**config.mk**
```make
export PLATFORM = sky130hd
export DESIGN_NAME = dma_reload_chan
export DESIGN_NICKNAME = d
export VERILOG_FILES = /design/src/rtl/dma_reload_pkg.sv /design/src/rtl/dma_addr_gen.sv /design/src/rtl/dma_xfer_ctr.sv /design/src/rtl/dma_irq_flag.sv /design/src/rtl/dma_reload_chan.sv
export SDC_FILE = /design/constraint.sdc
export NUM_CORES = 1
export LEC_CHECK = 0
export BUFFER_PORTS_ARGS = -buffer_cell sky130_fd_sc_hd__buf_2
export CAP_MARGIN = 30
export CORE_UTILIZATION = 45
export DETAILED_ROUTE_END_ITERATION = 8
export MAX_ROUTING_LAYER = met4
export PLACE_DENSITY = 0.69
export SLEW_MARGIN = 20
export SYNTH_ARGS = -nofsm -noshare
export SYNTH_HDL_FRONTEND = slang
export SYNTH_SLANG_ARGS = --single-unit
```
**constraint.sdc**
```tcl
create_clock -name clk -period 2.44 [get_ports clk]
set_clock_uncertainty 0.1 [all_clocks]
set_input_delay 0.244 -clock clk [delete_from_list [all_inputs] [get_ports clk]]
set_output_delay 0.244 -clock clk [all_outputs]
set_load 0.05 [all_outputs]
```
**src/rtl/dma_reload_pkg.sv**
```systemverilog
package dma_reload_pkg;

   typedef enum logic [1:0] {
      CH_IDLE     = 2'd0,
      CH_WAIT_GNT = 2'd1,
      CH_READ     = 2'd2,
      CH_WRITE    = 2'd3
   } ch_state_e;

   localparam logic [1:0] AM_HOLD = 2'b00;
   localparam logic [1:0] AM_INC  = 2'b01;
   localparam logic [1:0] AM_DEC  = 2'b10;

endpackage

```
**src/rtl/dma_addr_gen.sv**
```systemverilog
module dma_addr_gen
   import dma_reload_pkg::*;
#(
   parameter int ADDR_W = 32,
   parameter int STEP   = 4
) (
   input  logic              clk,
   input  logic              rst_n,
   input  logic              load,
   input  logic [ADDR_W-1:0] start_addr,
   input  logic [1:0]        mode,
   input  logic              advance,
   input  logic              reload,
   output logic [ADDR_W-1:0] addr
);

   localparam logic [ADDR_W-1:0] STEP_V = ADDR_W'(STEP);

   logic [ADDR_W-1:0] base_q;
   logic [ADDR_W-1:0] addr_q;
   logic [ADDR_W-1:0] stepped;
   logic [ADDR_W-1:0] next_adv;

   always_comb begin
      case (mode)
         AM_INC:  stepped = addr_q + STEP_V;
         AM_DEC:  stepped = addr_q - STEP_V;
         default: stepped = addr_q;
      endcase
   end

   assign next_adv = reload ? base_q : stepped;

   always_ff @(posedge clk or negedge rst_n) begin
      if (!rst_n) begin
         base_q <= '0;
         addr_q <= '0;
      end else if (load) begin
         base_q <= start_addr;
         addr_q <= start_addr;
      end else if (advance) begin
         addr_q <= next_adv;
      end
   end

   assign addr = addr_q;


   reload_to_base_chk: assert property (@(posedge clk) disable iff (!rst_n)
      (advance && reload && !load) |=> (addr_q == base_q));


   hold_mode_chk: assert property (@(posedge clk) disable iff (!rst_n)
      (advance && !reload && !load && (mode == AM_HOLD)) |=> $stable(addr_q));

endmodule

```
**src/rtl/dma_xfer_ctr.sv**
```systemverilog
module dma_xfer_ctr #(
   parameter int CNT_W = 16,
   parameter int GROUP = 4
) (
   input  logic             clk,
   input  logic             rst_n,
   input  logic             load,
   input  logic [CNT_W-1:0] load_val,
   input  logic             advance,
   output logic             last,
   output logic             grp_end
);

   localparam int GRP_W = (GROUP > 2) ? $clog2(GROUP) : 1;

   logic [CNT_W-1:0] cnt_q;
   logic [GRP_W-1:0] grp_q;
   logic [GRP_W-1:0] grp_next;

   generate
      if ((GROUP & (GROUP - 1)) == 0) begin : g_pow2
         assign grp_end  = &grp_q;
         assign grp_next = grp_q + GRP_W'(1);
      end else begin : g_any
         assign grp_end  = (grp_q == GRP_W'(GROUP - 1));
         assign grp_next = grp_end ? '0 : grp_q + GRP_W'(1);
      end
   endgenerate

   assign last = (cnt_q == CNT_W'(1));

   always_ff @(posedge clk or negedge rst_n) begin
      if (!rst_n) begin
         cnt_q <= '0;
         grp_q <= '0;
      end else if (load) begin
         cnt_q <= load_val;
         grp_q <= '0;
      end else if (advance) begin
         cnt_q <= cnt_q - CNT_W'(1);
         grp_q <= grp_next;
      end
   end


   no_underflow_chk: assert property (@(posedge clk) disable iff (!rst_n)
      advance |-> (cnt_q != '0));


   group_wrap_chk: assert property (@(posedge clk) disable iff (!rst_n)
      (advance && grp_end && !load) |=> (grp_q == '0));

endmodule

```
**src/rtl/dma_irq_flag.sv**
```systemverilog
module dma_irq_flag (
   input  logic clk,
   input  logic rst_n,
   input  logic set,
   input  logic clr,
   input  logic ie,
   output logic flag,
   output logic irq
);

   logic flag_q;

   always_ff @(posedge clk or negedge rst_n) begin
      if (!rst_n)
         flag_q <= 1'b0;
      else if (set)
         flag_q <= 1'b1;
      else if (clr)
         flag_q <= 1'b0;
   end

   assign flag = flag_q;
   assign irq  = flag_q & ie;


   flag_sticky_chk: assert property (@(posedge clk) disable iff (!rst_n)
      (flag_q && !clr) |=> flag_q);


   set_wins_chk: assert property (@(posedge clk) disable iff (!rst_n)
      set |=> flag_q);

endmodule

```
**src/rtl/dma_reload_chan.sv**
```systemverilog
module dma_reload_chan
   import dma_reload_pkg::*;
#(
   parameter int ADDR_W = 32,
   parameter int DATA_W = 32,
   parameter int CNT_W  = 16,
   parameter int GROUP  = 4,
   parameter int STEP   = 4
) (
   input  logic              clk,
   input  logic              rst_n,
   input  logic [ADDR_W-1:0] cfg_src_start,
   input  logic [ADDR_W-1:0] cfg_dst_start,
   input  logic [CNT_W-1:0]  cfg_count,
   input  logic [1:0]        cfg_src_mode,
   input  logic [1:0]        cfg_dst_mode,
   input  logic              cfg_reload,
   input  logic              cfg_ie,
   input  logic              start,
   input  logic              irq_clr,
   input  logic              periph_req,
   input  logic              bus_gnt,
   input  logic [DATA_W-1:0] rdata,
   output logic              bus_req,
   output logic              rd_stb,
   output logic              wr_stb,
   output logic [ADDR_W-1:0] bus_addr,
   output logic [DATA_W-1:0] wdata,
   output logic              chan_en,
   output logic              irq
);

   generate
      if (GROUP < 2) begin : g_bad_group
         $error("GROUP must be 2 or more");
      end
      if (STEP < 1) begin : g_bad_step
         $error("STEP must be positive");
      end
      if (CNT_W < 2) begin : g_bad_cnt
         $error("CNT_W must be 2 or more");
      end
      if (ADDR_W < 8) begin : g_bad_addr
         $error("ADDR_W must be 8 or more");
      end
   endgenerate

   ch_state_e         st_q;
   logic              en_q;
   logic [DATA_W-1:0] buf_q;
   logic              load;
   logic              advance;
   logic              last;
   logic              grp_end;
   logic              do_reload;
   logic              irq_flag;
   logic [ADDR_W-1:0] src_addr;
   logic [ADDR_W-1:0] dst_addr;

   assign load      = start && !en_q;
   assign advance   = (st_q == CH_WRITE);
   assign do_reload = cfg_reload && grp_end;

   always_ff @(posedge clk or negedge rst_n) begin
      if (!rst_n) begin
         st_q  <= CH_IDLE;
         buf_q <= '0;
      end else begin
         case (st_q)
            CH_IDLE:     if (en_q && periph_req) st_q <= CH_WAIT_GNT;
            CH_WAIT_GNT: if (bus_gnt) st_q <= CH_READ;
            CH_READ: begin
               buf_q <= rdata;
               st_q  <= CH_WRITE;
            end
            CH_WRITE: begin
               if (last || do_reload)
                  st_q <= CH_IDLE;
               else
                  st_q <= CH_READ;
            end
            default: st_q <= CH_IDLE;
         endcase
      end
   end

   always_ff @(posedge clk or negedge rst_n) begin
      if (!rst_n)
         en_q <= 1'b0;
      else if (load)
         en_q <= (cfg_count != '0);
      else if (advance && last)
         en_q <= 1'b0;
   end

   dma_addr_gen #(.ADDR_W(ADDR_W), .STEP(STEP)) u_src (
      .clk        (clk),
      .rst_n      (rst_n),
      .load       (load),
      .start_addr (cfg_src_start),
      .mode       (cfg_src_mode),
      .advance    (advance),
      .reload     (do_reload),
      .addr       (src_addr)
   );

   dma_addr_gen #(.ADDR_W(ADDR_W), .STEP(STEP)) u_dst (
      .clk        (clk),
      .rst_n      (rst_n),
      .load       (load),
      .start_addr (cfg_dst_start),
      .mode       (cfg_dst_mode),
      .advance    (advance),
      .reload     (1'b0),
      .addr       (dst_addr)
   );

   dma_xfer_ctr #(.CNT_W(CNT_W), .GROUP(GROUP)) u_ctr (
      .clk      (clk),
      .rst_n    (rst_n),
      .load     (load),
      .load_val (cfg_count),
      .advance  (advance),
      .last     (last),
      .grp_end  (grp_end)
   );

   dma_irq_flag u_irq (
      .clk   (clk),
      .rst_n (rst_n),
      .set   (advance && last),
      .clr   (irq_clr),
      .ie    (cfg_ie),
      .flag  (irq_flag),
      .irq   (irq)
   );

   assign bus_req  = (st_q != CH_IDLE);
   assign rd_stb   = (st_q == CH_READ);
   assign wr_stb   = (st_q == CH_WRITE);
   assign bus_addr = (st_q == CH_WRITE) ? dst_addr : src_addr;
   assign wdata    = buf_q;
   assign chan_en  = en_q;


   strobe_in_burst_chk: assert property (@(posedge clk) disable iff (!rst_n)
      (rd_stb || wr_stb) |-> bus_req);


   no_read_before_gnt_chk: assert property (@(posedge clk) disable iff (!rst_n)
      ((st_q == CH_WAIT_GNT) && !bus_gnt) |=> !rd_stb);


   read_then_write_chk: assert property (@(posedge clk) disable iff (!rst_n)
      rd_stb |=> wr_stb);


   one_strobe_chk: assert property (@(posedge clk) disable iff (!rst_n)
      $onehot0({rd_stb, wr_stb}));


   done_sets_flag_chk: assert property (@(posedge clk) disable iff (!rst_n)
      $fell(chan_en) |-> (irq_flag && !bus_req));


   idle_when_disabled_chk: assert property (@(posedge clk) disable iff (!rst_n)
      (!chan_en && !bus_req) |=> !bus_req);

endmodule

```
Word level (Yosys, flattened, before mapping)
Cells that the tools add are included.
Word-level totals
  bits in registers: 150
  output and inout bits: 69
  bits of input ports: 124
Cells by class
  reduce and logical (&&, ||, !) cells: 18
  equality and inequality tests: 10
  bitwise logic cells: 1
  $add $sub $neg: 6
  muxes and demuxes: 20
Operators with widths (number)
  32-bit two-way mux: 6
  32-bit one-hot mux with 2 select lines: 2
  32-bit by 3-bit adder with 32-bit output, second input constant: 2
  32-bit by 3-bit subtractor with 32-bit output, second input constant: 2
  16-bit two-way mux: 2
  16-bit by 1-bit equality test with 1-bit output, second input constant: 1
  16-bit nonzero test: 1
  16-bit by 1-bit subtractor with 16-bit output, second input constant: 1
  2-bit two-way mux: 5
  2-bit equality test, second input constant: 4
  2-bit one-hot mux with 4 select lines: 1
  2-bit AND reduction: 4
  2-bit nonzero test: 4
  2-bit by 1-bit equality test with 1-bit output, second input constant: 3
  1-bit logical AND: 4
  1-bit two-way mux: 4
  2-bit inequality test, second input constant: 2
  4-bit nonzero test: 1
  3-bit nonzero test: 1
  2-bit by 1-bit adder with 2-bit output, second input constant: 1
  2-bit zero test: 1
  1-bit AND: 1
  1-bit zero test: 1
  1-bit logical OR: 1

Longest topological paths before layout
  word-level depth: 5
  mapped depth: 17

Hierarchy
From an unflattened synthesis, not the netlist that was laid out.
Second synthesis, totals
  cells, all modules: 1437
  area total of the unflattened synthesis: 13012.5 sq um
By module, submodules not included
  dma_addr_gen at u_src: cells an instance 600, instances 1, area an instance 5036.1 sq um
  dma_addr_gen at u_dst: cells an instance 600, instances 1, area an instance 4843.4 sq um
  dma_reload_chan: cells an instance 127, instances 1, area an instance 2064.5 sq um
  dma_xfer_ctr: cells an instance 106, instances 1, area an instance 1026.0 sq um
  dma_irq_flag: cells an instance 4, instances 1, area an instance 42.5 sq um

Worst setup path before layout
Ideal clock, no wire load.
  path kind: input to register
  start point: in cfg_src_mode[0]
  end point: reg u_src.addr_q[12], in the netlist u_src.addr[12]
  arrival: 3.131 ns
  path slack: -0.915 ns
  cell stages on the path: 17
  cells stage by stage: inv_1 -> ha_1 -> buf_2 -> buf_4 -> buf_4 -> buf_2 -> buf_2 -> xor2_1 -> ha_1 -> and3b_1 -> or2_1 -> a41o_1 -> o21ai_1 -> nand2_1 -> xnor2_1 -> nor3b_1 -> a211o_1
Between the ends
  word-level cells in the longest chain between the ends: 5
  elaborated cells between the ends (all ways): 8
  classes of those cells: 2 x eq/ne; 4 x mux; 2 x reduce/logical
Ends and longest elaborated chain
  from (decl): RTL line dma_reload_chan.sv:15  | input logic [1:0] cfg_src_mode,
  2-bit equality test / 2-bit by 1-bit equality test with 1-bit output (equally long branches): RTL line dma_addr_gen.sv:25  | case (mode)
  32-bit one-hot mux with 2 select lines: RTL line dma_addr_gen.sv:25
  32-bit two-way mux: RTL line dma_addr_gen.sv:32  | assign next_adv = reload ? base_q : stepped;
  32-bit two-way mux: RTL line dma_addr_gen.sv:41  | end else if (advance) begin
  32-bit two-way mux: RTL line dma_addr_gen.sv:38  | end else if (load) begin
  to (signal assigned): RTL line dma_addr_gen.sv:40  | addr_q <= start_addr;
  to (signal assigned): RTL line dma_addr_gen.sv:42  | addr_q <= next_adv;
  to (decl): RTL line dma_addr_gen.sv:20  | logic [ADDR_W-1:0] addr_q;
Several ways; a longest one is shown, not always the timed one. The select of a mux whose other input is x is not followed.
A chain may end at the register's enable or synchronous reset.

Worst setup path in the final report
  start point: reg u_src.addr_q[3], in the netlist u_src.addr[3]
  end point: reg u_src.addr_q[12], in the netlist u_src.addr[12]
Between the ends
  word-level cells in the longest chain between the ends: 5
  elaborated cells between the ends (all ways): 6
  classes of those cells: 2 x add/sub; 4 x mux
Ends and longest elaborated chain (RTL line)
  32-bit by 3-bit subtractor with 32-bit output / 32-bit by 3-bit adder with 32-bit output (equally long branches): dma_addr_gen.sv:27, dma_addr_gen.sv:26
  32-bit one-hot mux with 2 select lines *: dma_addr_gen.sv:25
  32-bit two-way mux *: dma_addr_gen.sv:32
  32-bit two-way mux *: dma_addr_gen.sv:41
  32-bit two-way mux *: dma_addr_gen.sv:38
Mark *: on every way between the ends. The rest lies on a longest branch, timed or not. The select of a mux whose other input is x is not followed.

==> qor_table.md <==
| Item | Value | Unit |
|---|---|---|
| Initial detailed-routing violation count | 1,231 | - |
| Met2 track demand over resource in global routing | 0.529 | - |
| Total Power Consumption | 19.2 | mW |
| DP HPWL | 28,500 | um |
| I/O pin total | 193 | - |
| EDFF count, synth | 0 | - |
| Met3 track utilization from global routing | 0.0446 | - |
| Setup ws final | -0.0940 | ns |
| Endpoint class of the critical path | flop | - |
| Power density of the placed cells | 1280 | mW/mm^2 |
| Minimum clock period | 2.53 | ns |
| Largest net degree at the start of global routing | 62 | - |
| Mean cell area of the mapped netlist | 7.75 | um^2 |
| Number of distinct library cell variants in the gate-level netlist after synthesis | 76 | - |
| Outcome | complete, but fails checks | - |
| Layer carrying the most global-route usage | met2 | - |
| Synthesized area | 0.0105 | mm^2 |
| Clk sink count | 150 | - |
| Least-Margin Pin Slew | 0.690 | ns |
| Input/output buffers | 192 | - |
| Worst relative slew slack | 0.535 | - |
| Worst path cell trace | xor2_1 > ha_2 > and3b_1 > or2_1 > a41o_1 > o21ai_4 > nand2_2 > xnor2_2 > nor3b_1 > a211o_1 | - |
| Part of the total power dissipated in the clock network | 0.146 | - |
| Reported leakage power | 6.65 | nW |
| Cell type contributing the most total cell area after synthesis | sky130_fd_sc_hd__dfrtp_1 | - |
| Antenna viol nets, final | 0 | - |
| Clk pin slew, worst setup/hold paths | 0.08 | ns |
| Number of antenna violations at the first check in global routing | 0 | - |
| Signal arrival time at the worst endpoint | 2.75 | ns |
| Number of buffers added by the clock tree synthesis step | 17 | - |
| FF+latch count, synth | 150 | - |
| Global placement routability congestion | 0.981 | - |
| Design Area, Final | 0.0150 | mm^2 |
| Fin nets | 1,870 | - |
| Antenna Cells | 0 | - |
| Worst min-delay path class | in -> reg | - |
| Critical path data required time | 2.65 | ns |
| Post-Syn Instances | 1,352 | - |
| # DRC | 0 | - |
| Most area-consuming cells after synthesis | sky130_fd_sc_hd__dfrtp_1, sky130_fd_sc_hd__nand2_1, sky130_fd_sc_hd__xnor2_1 | - |
| Post-detailed-placement cell area | 0.0128 | mm^2 |
| Vias in the first global route | 11,400 | - |
| Switching part of the total | 0.522 | - |
| Top fanout value on the critical path | 4 | - |
| DR vias | 11,800 | - |
| Number of H-tree levels | 4 | - |
| Maximum root-to-sink buffer count | 2 | - |
| Via/cell ratio | 5.78 | - |
| Violations in the final reports | negative setup slack | - |
| CORE AREA | 0.0227 | mm^2 |
| Total area of sequential cells | 0.00376 | mm^2 |
| Die X-Extent | 155 | um |
| Clk Tree Root Cell | sky130_fd_sc_hd__clkbuf_16 | - |
| Part of the power in registers | 0.253 | - |
| Routed len/inst | 19.6 | um |
| Cell type of the slowest stage on the worst timing path | sky130_fd_sc_hd__dfrtp_2 | - |
| Max-cap violations | 0 | - |
| Syn. warnings | 0 | - |
| DIE AREA | 0.0239 | mm^2 |
| Number of search-and-repair iterations in the first detailed-routing pass | 5 | - |
| Cell row count | 55 | - |
| DIE HEIGHT | 155 | um |
| Post-synthesis sequential area ratio | 0.358 | - |
| CTS tree | done | - |
| Post-route worst hold slack | 0.0133 | ns |
| Overall fraction of global-route tracks in use | 0.343 | - |
| Biggest cell delay along the critical path | 0.45 | ns |
| Post-route fraction of the period consumed by the critical path | 1.04 | - |
| Top cell type's share of synthesized area | 0.358 | - |
| Global-route wire length before repair | 61,800 | um |
| Fraction of registers with async set/reset | 1.00 | - |
| Starting Density | 0.461 | - |
| Part of the power in combinational logic | 0.602 | - |
| Area growth, synth to finish | 43.5 | % |
| Setup repair after global routing missed its margin | yes | - |
| Endpoints failing setup | 6 | - |
| Maximum VDD drop | 1.19 | mV |
| Total Routed Length | 39,800 | um |
| Area of combinational cells with multiple inputs | 0.00664 | mm^2 |
| Global-route met1 utilization | 0.458 | - |
| Final hold violation count | 0 | - |
| Share of cells above drive strength 1 | 0.301 | - |
| Synth Net Count | 1,483 | - |
| Upper clock frequency limit | 395 | MHz |
| Clock latency reported for the late side of the worst-skew pair | 0.44 | ns |
| Fill cells | 1,930 | - |
| Number of max-slew violations in the final report | 0 | - |
| Net Sw Power | 10.0 | mW |
| Category of the worst setup path launch point | flop | - |
| Primary flip-flop cell chosen by synthesis mapping | sky130_fd_sc_hd__dfrtp_1 | - |
| Total grt overflow | 0 | - |
| Category of the most critical setup path | reg -> reg | - |
| Internal power consumption | 9.18 | mW |
## synthesized netlist by cell type (all sizes together), types with 4 or more instances
master,instances
a22oi,6
a21o,4
inv,16
clkbuf,85
a21oi,62
nand3,31
o31ai,6
o22ai,15
and3,15
nand2b,11
o21ai,107
o21a,7
nand2,307
a22o,5
or4,7
a32oi,7
nand4,15
or3,17
a211oi,12
nor4,23
nor3b,6
xor2,24
and3b,4
mux2i,18
and2,10
o211ai,6
nand4b,4
xnor2,68
or2,5
nor2b,12
a21boi,5
nor2,99
o31a,8
dfrtp,150
o221ai,6
buf,31
mux2,32
nor3,44
a31oi,14
ha,7
## flip-flops by register name (all words and copies together), names as in the netlist
register and cells:
u_dst.addr 32, u_src.addr 32, u_src.base_q 32, wdata 32, u_ctr.cnt_q 16, st_q 2
u_ctr.grp_q 2, chan_en 1, u_irq.flag 1
## worst max-delay path, delay by kind of cell (launching register included)
family	cells	cell delay (ns)
compound gates	3	0.68
xor+xnor	2	0.34
fa+ha+maj	1	0.19
flops	1	0.45
simple gates	4	0.66
## cell families after synthesis
kind of cell / after synthesis / share of synthesized area
AND/OR/NAND/NOR: 619 / 0.270
AO/OA/AOI/OAI: 301 / 0.183
flip-flops: 150 / 0.358
buffers and inverters: 133 / 0.0516
XOR/XNOR: 92 / 0.0769
multiplexers: 50 / 0.0516
adder cells (fa/ha/maj): 7 / 0.00836
## layout make-up
class                           count  area share
Clock buffer                       17      0.0283
Clock inverter                     15      0.0134
Multi-Input combinational cell   1069       0.442
Timing Repair Buffer              484       0.237
Tap cell                          285      0.0237
Sequential cell                   150       0.250
Inverter                           17     0.00524
## power by group through the flow
stage | Clock [mW] | Combinational, mW | Sequential (mW)
global placement | 0 | 10.7 | 4.75
global route | 2.92 | 12.2 | 4.98
floorplan | 0 | 6.66 | 5.16
CTS | 2.82 | 11.1 | 4.76
detailed placement | 0 | 10.8 | 4.80
finish | 2.80 | 11.5 | 4.85
## path summary, 6_finish.rpt
check	start	to	slack, ns	cells after the start
worst max-delay path	u_src.addr[3]$_DFFE_PN0P_	u_src.addr[12]$_DFFE_PN0P_	-0.09	10
worst min-delay path	cfg_src_start[28]	u_src.base_q[28]$_DFFE_PN0P_	0.01	3
worst max register to register	u_src.addr[3]$_DFFE_PN0P_	u_src.addr[12]$_DFFE_PN0P_	-0.09	10
worst min register to register	u_src.base_q[6]$_DFFE_PN0P_	u_src.base_q[6]$_DFFE_PN0P_	0.38	2
max in group asynchronous	rst_n	wdata[30]$_DFFE_PN0P_	1.28	3
min in group asynchronous	rst_n	u_dst.addr[13]$_DFFE_PN0P_	0.22	2
## metal layers
metal | vias up | share of wire
li1 | 5515 | -
met1 | 5631 | 0.44
met3 | 91 | 0.064
met2 | 531 | 0.46
met4 | 0 | 0.031
met5 | - | 0
## placed cells by master, fill, tap and decap left out, drive strengths merged, types with 22 or more instances in the layout
cell         Yosys  layout
nor4            23      23
o21ai          107     107
dfrtp          150     150
nor3            44      44
buf             31     372
inv             16      22
nand2          307     307
xor2            24      24
a21oi           62      62
dlygate4sd3      0     111
xnor2           68      68
nor2            99      99
mux2            32      32
nand3           31      31
## stage by stage
| stage | utilization | setup slack [ns] | std cells | TNS, ns |
|---|---|---|---|---|
| 4_1_cts | 0.646 | -0.0870 | 2030 | -0.332 |
| 5_1_grt | 0.662 | -0.212 | 2037 | -1.97 |
| 2_1_floorplan | - | -0.533 | 1352 | -5.01 |
| 3_5_place_dp | 0.565 | -0.317 | 1885 | -3.62 |
| 3_3_place_gp | 0.565 | -0.285 | 1885 | -2.65 |
| 6_report | 0.662 | -0.0940 | 2037 | -0.319 |
## timing repair
item                                    in CTS  in global routing
hold buffers                               111                  0
endpoints found under the hold margin      175                  0
gates cloned                                 0                  0
endpoints found under the setup margin      45                 53
setup buffers                                3                  7
pin swaps                                   17                 20
gates resized for setup                     24                 65
Power figures use the tool's default switching activity.
